==> config.mk <==
export PLATFORM = sky130hd
export DESIGN_NAME = vol_bank
export DESIGN_NICKNAME = d
export VERILOG_FILES = /design/src/rtl/vol_pkg.sv /design/src/rtl/vol_hold.sv /design/src/rtl/vol_chan.sv /design/src/rtl/vol_bank.sv
export SDC_FILE = /design/constraint.sdc
export NUM_CORES = 1
export LEC_CHECK = 0
export ABC_AREA = 1
export BUFFER_PORTS_ARGS = -buffer_cell sky130_fd_sc_hd__buf_2
export CAP_MARGIN = 20
export CORE_ASPECT_RATIO = 0.9
export CORE_UTILIZATION = 41
export CTS_CLUSTER_DIAMETER = 200
export DETAILED_ROUTE_END_ITERATION = 8
export HOLD_SLACK_MARGIN = 0.05
export RECOVER_POWER = 50
export SYNTH_ARGS = -nofsm -noshare
export SYNTH_HDL_FRONTEND = slang
export SYNTH_SLANG_ARGS = --single-unit
==> constraint.sdc <==
create_clock -name clk_i -period 2 [get_ports clk_i]
set_input_delay 0.1 -clock clk_i [delete_from_list [all_inputs] [get_ports clk_i]]
set_output_delay 0.1 -clock clk_i [all_outputs]
set_load 0.01 [all_outputs]
==> src/rtl/vol_pkg.sv <==
package vol_pkg;
  localparam int CODE_W = 7;
  localparam int ADDR_W = 5;
  localparam int DATA_W = 9;
  localparam logic [CODE_W-1:0] CODE_RST = '1;

  typedef struct packed {
    logic              zc;
    logic [CODE_W-1:0] code;
  } vol_reg_t;
endpackage

==> src/rtl/vol_hold.sv <==
module vol_hold
  import vol_pkg::*;
#(
  parameter int NCH = 6
) (
  input  logic                  clk_i,
  input  logic                  rst_ni,
  input  logic                  wr_en_i,
  input  logic [ADDR_W-1:0]     wr_addr_i,
  input  logic [DATA_W-1:0]     wr_data_i,
  input  logic [ADDR_W-1:0]     rd_addr_i,
  output logic [7:0]            rd_data_o,
  output vol_reg_t [NCH-1:0]    hold_nx_o,
  output logic                  commit_o
);
  vol_reg_t [NCH-1:0] hold_q;
  logic               hit;

  assign hit      = wr_en_i && (wr_addr_i < ADDR_W'(NCH));
  assign commit_o = hit && wr_data_i[8];

  // holding values as they stand after this cycle's write
  always_comb begin
    hold_nx_o = hold_q;
    if (hit) hold_nx_o[wr_addr_i] = vol_reg_t'(wr_data_i[7:0]);
  end

  always_ff @(posedge clk_i or negedge rst_ni) begin
    if (!rst_ni) begin
      for (int i = 0; i < NCH; i++) hold_q[i] <= '{zc: 1'b0, code: CODE_RST};
    end else begin
      hold_q <= hold_nx_o;
    end
  end

  always_comb begin
    rd_data_o = '0;
    if (rd_addr_i < ADDR_W'(NCH)) rd_data_o = hold_q[rd_addr_i];
  end

  p_ignore_r8: assert property (@(posedge clk_i) disable iff (!rst_ni)
    (wr_en_i && wr_addr_i >= ADDR_W'(NCH)) |=> $stable(hold_q));

  p_rd_unmapped_r8: assert property (@(posedge clk_i) disable iff (!rst_ni)
    (rd_addr_i >= ADDR_W'(NCH)) |-> (rd_data_o == 8'h00));
endmodule

==> src/rtl/vol_chan.sv <==
module vol_chan
  import vol_pkg::*;
#(
  parameter int TMO = 1024
) (
  input  logic              clk_i,
  input  logic              rst_ni,
  input  logic              commit_i,
  input  vol_reg_t          nxt_i,
  input  logic              stb_i,
  input  logic              sign_i,
  output logic [CODE_W-1:0] gain_o
);
  localparam int TW = $clog2(TMO) + 1;

  logic [CODE_W-1:0] gain_q, pcode_q;
  logic              pend_q, prev_q;
  logic [TW-1:0]     cnt_q;
  logic              flip, expire;

  assign flip   = sign_i != prev_q;
  assign expire = cnt_q == TW'(TMO - 1);

  always_ff @(posedge clk_i or negedge rst_ni) begin
    if (!rst_ni) begin
      gain_q  <= CODE_RST;
      pcode_q <= CODE_RST;
      pend_q  <= 1'b0;
      prev_q  <= 1'b0;
      cnt_q   <= '0;
    end else begin
      if (stb_i) prev_q <= sign_i;
      if (commit_i) begin
        if (nxt_i.zc) begin
          pend_q  <= 1'b1;
          pcode_q <= nxt_i.code;
          cnt_q   <= '0;
        end else begin
          gain_q <= nxt_i.code;
          pend_q <= 1'b0;
        end
      end else if (pend_q && stb_i) begin
        if (flip || expire) begin
          gain_q <= pcode_q;
          pend_q <= 1'b0;
          cnt_q  <= '0;
        end else begin
          cnt_q <= cnt_q + 1'b1;
        end
      end
    end
  end

  assign gain_o = gain_q;

  p_hold_r2: assert property (@(posedge clk_i) disable iff (!rst_ni)
    (!commit_i && !pend_q) |=> $stable(gain_o));

  p_direct_r10: assert property (@(posedge clk_i) disable iff (!rst_ni)
    (commit_i && !nxt_i.zc) |=> (gain_o == $past(nxt_i.code)) && !pend_q);

  p_pend_r6: assert property (@(posedge clk_i) disable iff (!rst_ni)
    (commit_i && nxt_i.zc) |=> pend_q && $stable(gain_o));

  p_no_stb_r6: assert property (@(posedge clk_i) disable iff (!rst_ni)
    (!commit_i && !stb_i) |=> $stable(gain_o));

  p_cnt_bound_r7: assert property (@(posedge clk_i) disable iff (!rst_ni)
    cnt_q <= TW'(TMO - 1));
endmodule

==> src/rtl/vol_bank.sv <==
module vol_bank
  import vol_pkg::*;
#(
  parameter int NCH = 6,
  parameter int SW  = 16,
  parameter int TMO = 1024
) (
  input  logic                  clk_i,
  input  logic                  rst_ni,
  input  logic                  wr_en_i,
  input  logic [ADDR_W-1:0]     wr_addr_i,
  input  logic [DATA_W-1:0]     wr_data_i,
  input  logic [ADDR_W-1:0]     rd_addr_i,
  output logic [7:0]            rd_data_o,
  input  logic                  smp_stb_i,
  input  logic [NCH*SW-1:0]     smp_i,
  output logic [NCH*CODE_W-1:0] gain_o
);
  vol_reg_t [NCH-1:0] hold_nx;
  logic               commit;

  vol_hold #(.NCH(NCH)) u_hold (
    .clk_i     (clk_i),
    .rst_ni    (rst_ni),
    .wr_en_i   (wr_en_i),
    .wr_addr_i (wr_addr_i),
    .wr_data_i (wr_data_i),
    .rd_addr_i (rd_addr_i),
    .rd_data_o (rd_data_o),
    .hold_nx_o (hold_nx),
    .commit_o  (commit)
  );

  for (genvar k = 0; k < NCH; k++) begin : g_ch
    vol_chan #(.TMO(TMO)) u_chan (
      .clk_i    (clk_i),
      .rst_ni   (rst_ni),
      .commit_i (commit),
      .nxt_i    (hold_nx[k]),
      .stb_i    (smp_stb_i),
      .sign_i   (smp_i[k*SW+SW-1]),
      .gain_o   (gain_o[k*CODE_W +: CODE_W])
    );
  end
endmodule

# After elaboration in Yosys (flattened, before gate mapping)
# Index checks and enable logic that the tools add are counted.
# word_totals
elab_cells,207
reg_bits,210
input_bits,119
output_inout_bits,50
# op_classes
mux,79
addsub,6
order_cmp,5
n_reduce_logical,51
n_eq_ne,24
# ops
cell,n
$mux W11,24
$mux W7,24
$add A11 B1 Y11 const B,6
$eq A11 B10 Y1 const B,6
$bwmux W48,1
$mux W48,1
$reduce_and A2 Y1,18
$bmux W8 S3,1
$demux W8 S3,1
$mux W1,24
$mux W8,3
$reduce_bool A2 Y1,12
$reduce_and A3 Y1,6
$ne A2 B1 Y1 const B,6
$ne A2 B2 Y1 const B,6
$lt A5 B3 Y1 const B,2
$lt A5 B4 Y1 const B,2
$logic_and A1 B1 Y1,9
$logic_or A1 B1 Y1,6
$ne A1 B1 Y1,6
$ge A5 B1 Y1 const B,1

# Logic depth before layout (Yosys ltp)
# logic_depth
word_depth,8
depth_mapped,11
depth_no_buf,10

# Hierarchy
# From an unflattened synthesis, not the netlist that was laid out.
# hier_totals
cells_unflattened,1280
area_unflattened_um2,11210.8
# by_module_without_submodules
module,cells_each,area_per_inst_um2,instances
vol_chan,162,1426.4,6
vol_hold,308,2652.5,1

# Least setup slack after synthesis
# No wires, ideal clock.
# synth_path
path_type,reg-to-reg
start,register g_ch[4].u_chan.cnt_q[0]
end,register g_ch[4].u_chan.gain_q[0]
setup_slack_ns,0.385
path_stages_with_launch,10
required_ns,1.939
synth_period_minus_slack_ns,1.615
arrival_ns,1.554
n_path_buf,0
path_cell_list,dfrtp_1 -> ha_1 -> inv_1 -> nor2_1 -> nand3_1 -> nand3_1 -> inv_1 -> nor2_2 -> nand3_1 -> nand2_1
# synth_between
elab_chain_len,4
# synth_lines
element,line_no,rtl
start: declaration,vol_chan.sv:18,logic [TW-1:0] cnt_q;
start signal: assignment,vol_chan.sv:48,cnt_q <= cnt_q + 1'b1;
$eq A11 B10 Y1,vol_chan.sv:22,assign expire = cnt_q == TW'(TMO - 1);
$logic_or A1 B1 Y1,vol_chan.sv:43,if (flip || expire) begin
$reduce_bool A2 Y1 (no source line),n/a,
$reduce_and A3 Y1 (no source line),n/a,
end signal: assignment,vol_chan.sv:39,gain_q <= nxt_i.code;
end signal: assignment,vol_chan.sv:44,gain_q <= pcode_q;
end: declaration,vol_chan.sv:16,"logic [CODE_W-1:0] gain_q, pcode_q;"
# No other way between the ends.
# A chain may end at the register's enable or synchronous reset.

# Worst setup path in the final report
# layout_path
start,register u_hold.hold_q[19] (netlist bit)
end,output rd_data_o[3]
# layout_between
elab_chain_len,3
# layout_lines
element,line_no,rtl
start: declaration,vol_hold.sv:16,vol_reg_t [NCH-1:0] hold_q;
start signal: assignment,vol_hold.sv:32,hold_q <= hold_nx_o;
$bmux W8 S3,vol_hold.sv:38,if (rd_addr_i < ADDR_W'(NCH)) rd_data_o = hold_q[rd_addr_i];
$mux W8 (implied by the code),vol_hold.sv:38,
$mux W8,vol_hold.sv:38,
end: declaration,vol_bank.sv:14,"output logic [7:0] rd_data_o,"
# No other way between the ends. The select of a mux whose other input is x is not followed.

==> metrics.txt <==
outcome=complete, but fails checks; failing checks=max-capacitance violations, max-slew violations; ratio of cells with drive above 1 in the final layout=21.2%; vias in the first global route=9019; Design Area, Final=around 13000 µm²; die area=27900 µm²; Inserted Diodes=0; master of the slowest instance on the critical path=dfstp_2; largest net degree at the start of global routing=63; Post-CTS Setup Bufs=0; core area=26400 µm²; most frequent cells in the layout=619 x nand2_1, 137 x nand3_1, 126 x dfstp_2; CTS sink cnt=210; critical path peak fanout=2; total global-route track usage=21.1%; Max Cap Viol=1; post-route setup slack=84.4 ps; Post-synth EDFFs=0; DR vias=9676; Multi-input gate area=~5000 µm²; first-pass GRT wire length=between 40000 and 50000 µm; share of the clock period used by the worst path=a little over nine tenths; crit path cell chain=inv_1, a21oi_2, o21ai_0, nand2_1, nand2_1, a21oi_1, buf_2; DRT Pass-1 Iters=5; most common cell after layout, fill and taps aside=nand2_1; DRT iter0 DRCs=about 650; Slew Viols, Final=60; Final Setup Violations=0; critical path class=reg -> out; syn_nets=around 1600; CP peak stage delay=510 ps; leakage=6.30 nW; initial antenna violation count=0; Synth async-reset ratio=100%; worst slew pin tran=1710 ps; Worst setup SP type=flop; initial core utilization=42.2%; post-DP HPWL=20500 µm; vias per cell=4.92; min Tclk post-route=1920 ps; gpl congestion=about 0.86; Power Density=1020 nW/µm²; H-tree depth=1; Avg WL per Cell=14.5 µm; mapped cell area=11200 µm²; Clk Latency, worst-skew pair=520 ps; DIE HEIGHT=158 µm; dpl ws=115 ps; CTS Buf Count=24; Cells after DPL=between 1500 and 2000; most common cell type on the critical path=nand2_1; Final nets=1728; VDD IR max=0.520 mV; Worst Path Required=1900 ps; Rows=56; Post-synth top flop=dfstp_2; I/O pin count=169; library cells used by synthesis=35; synthesized flop and latch total=210; Slew Limit Headroom=-14.3%; Syn Area/Cell=7.53 µm²; Mapped Cells=1481; remaining global-route overflow=0; share of the yosys chip area belonging to registers=48.5%; sequential cell area=between 5000 and 6000 µm²; Buffers on Ports=78; DRC errors left=0; worst-case clock buffer depth=3; # fillers=roughly 2600; synth-to-layout area growth=17.2%; crit path DAT=1820 ps; Ys Warns=0; Root Buffer=clkbuf_16; die width=176 µm; Max Fclk=~0.52 GHz; Placed Area=12100 µm²; Worst Hold Class=in -> reg; Final Hold Fails=0; fin cells=about 2000; antenna-violating nets left=0; clk slew on worst S/H paths=60 ps; clk_skew=11.4 ps; CTS tree=yes; Post-Route WL=between 20000 and 30000 µm; CP Capture Type=output port
flip-flops by register name, indices dropped and copies added, names as in the netlist:
register	count
g_ch.u_chan.pend_q	6
g_ch.u_chan.gain_o	42
g_ch.u_chan.prev_q	6
g_ch.u_chan.cnt_q	66
u_hold.hold_q	48
g_ch.u_chan.pcode_q	42
report_power, final:
part           internal, mW  total [mW]  switching, mW  leakage, nW
clock network          2.40        4.17           1.76        0.366
registers              5.62        6.21          0.590         2.44
logic                  1.12        2.98           1.85         3.49
cells by family after synthesis:
kind of cell	Yosys count	share of synthesized area, %
adder cells (fa/ha/maj)	6	0.673
AO/OA/AOI/OAI	155	7.55
flip-flops	210	48.5
XOR/XNOR	30	2.36
buffers and inverters	174	6.66
AND/OR/NAND/NOR	906	34.2
what timing repair did:
action,CTS,global route
endpoints found under the setup margin,1,23
gates resized for setup,1,16
hold buffers,17,0
endpoints found under the hold margin,153,0
worst max-delay path: cells and delay by family, from the launching register on:
family	cells	cell delay (ps)
buffers and inverters	2	220
AOI/OAI and AO/OA	3	440
DFF	1	510
and+or+nand+nor	2	120
worst paths after layout:
| kind | from | to | slack [ps] | cells after the start |
|---|---|---|---|---|
| max in group asynchronous | rst_ni | g_ch[0].u_chan.gain_o[0] | 280 | 3 |
| min reg2reg | g_ch[1].u_chan.gain_o[6] | g_ch[1].u_chan.gain_o[6] | 460 | 2 |
| min | wr_en_i | u_hold.hold_q[15] | 110 | 6 |
| min in group asynchronous | rst_ni | u_hold.hold_q[31] | 590 | 2 |
| max reg2reg | g_ch[4].u_chan.cnt_q[0] | g_ch[4].u_chan.gain_o[3] | 190 | 9 |
| max | u_hold.hold_q[19] | rd_data_o[3] | 80 | 7 |
Yosys cell counts, types with 9 or more instances:
library cell / number / area share (%)
dfrtp_1: 84 / 19
nand3_2: 10 / 0.90
xor2_1: 14 / 1.1
nand4_1: 10 / 0.56
xnor2_1: 16 / 1.3
inv_2: 10 / 0.34
nand3_1: 138 / 6.2
nand2_1: 618 / 21
dfstp_2: 126 / 30
buf_2: 18 / 0.81
nor3_1: 25 / 1.1
a21oi_1: 24 / 1.1
nand2_2: 16 / 0.90
clkbuf_1: 9 / 0.30
o21ai_1: 34 / 1.5
inv_1: 121 / 4.1
o21ai_0: 73 / 3.3
nor2_1: 68 / 2.3
metrics by stage:
step / setup TNS, ps / utilization (%) / hold slack (ps) / power (mW)
global route: -18.8 / 49.5 / 104 / 14.2
floorplan: 0 / - / -196 / 8.12
detailed placement: 0 / 46.0 / 142 / 9.22
finish: 0 / 49.5 / 112 / 13.4
global placement: 0 / 46.0 / 137 / 9.15
CTS: 0 / 49.4 / 91.1 / 13.5
layout make-up:
cell class	instances	area share [%]
well taps	348	3.33
flip-flops and latches	210	41.4
multi-input cells	1097	38.6
clock inverters	8	0.364
clock buffers	35	5.30
repair buffers	136	7.19
inverters	134	3.85
per-layer routing:
| layer | GRT usage [%] | wire, µm | vias to the layer above |
|---|---|---|---|
| li1 | - | - | 4952 |
| met1 | 31.0 | 14300 | 4528 |
| met2 | 33.4 | 12700 | 169 |
| met3 | 2.65 | 1140 | 27 |
| met4 | 4.27 | 378 | 0 |
| met5 | 0 | 0 | - |
Power figures use the tool's default switching activity.
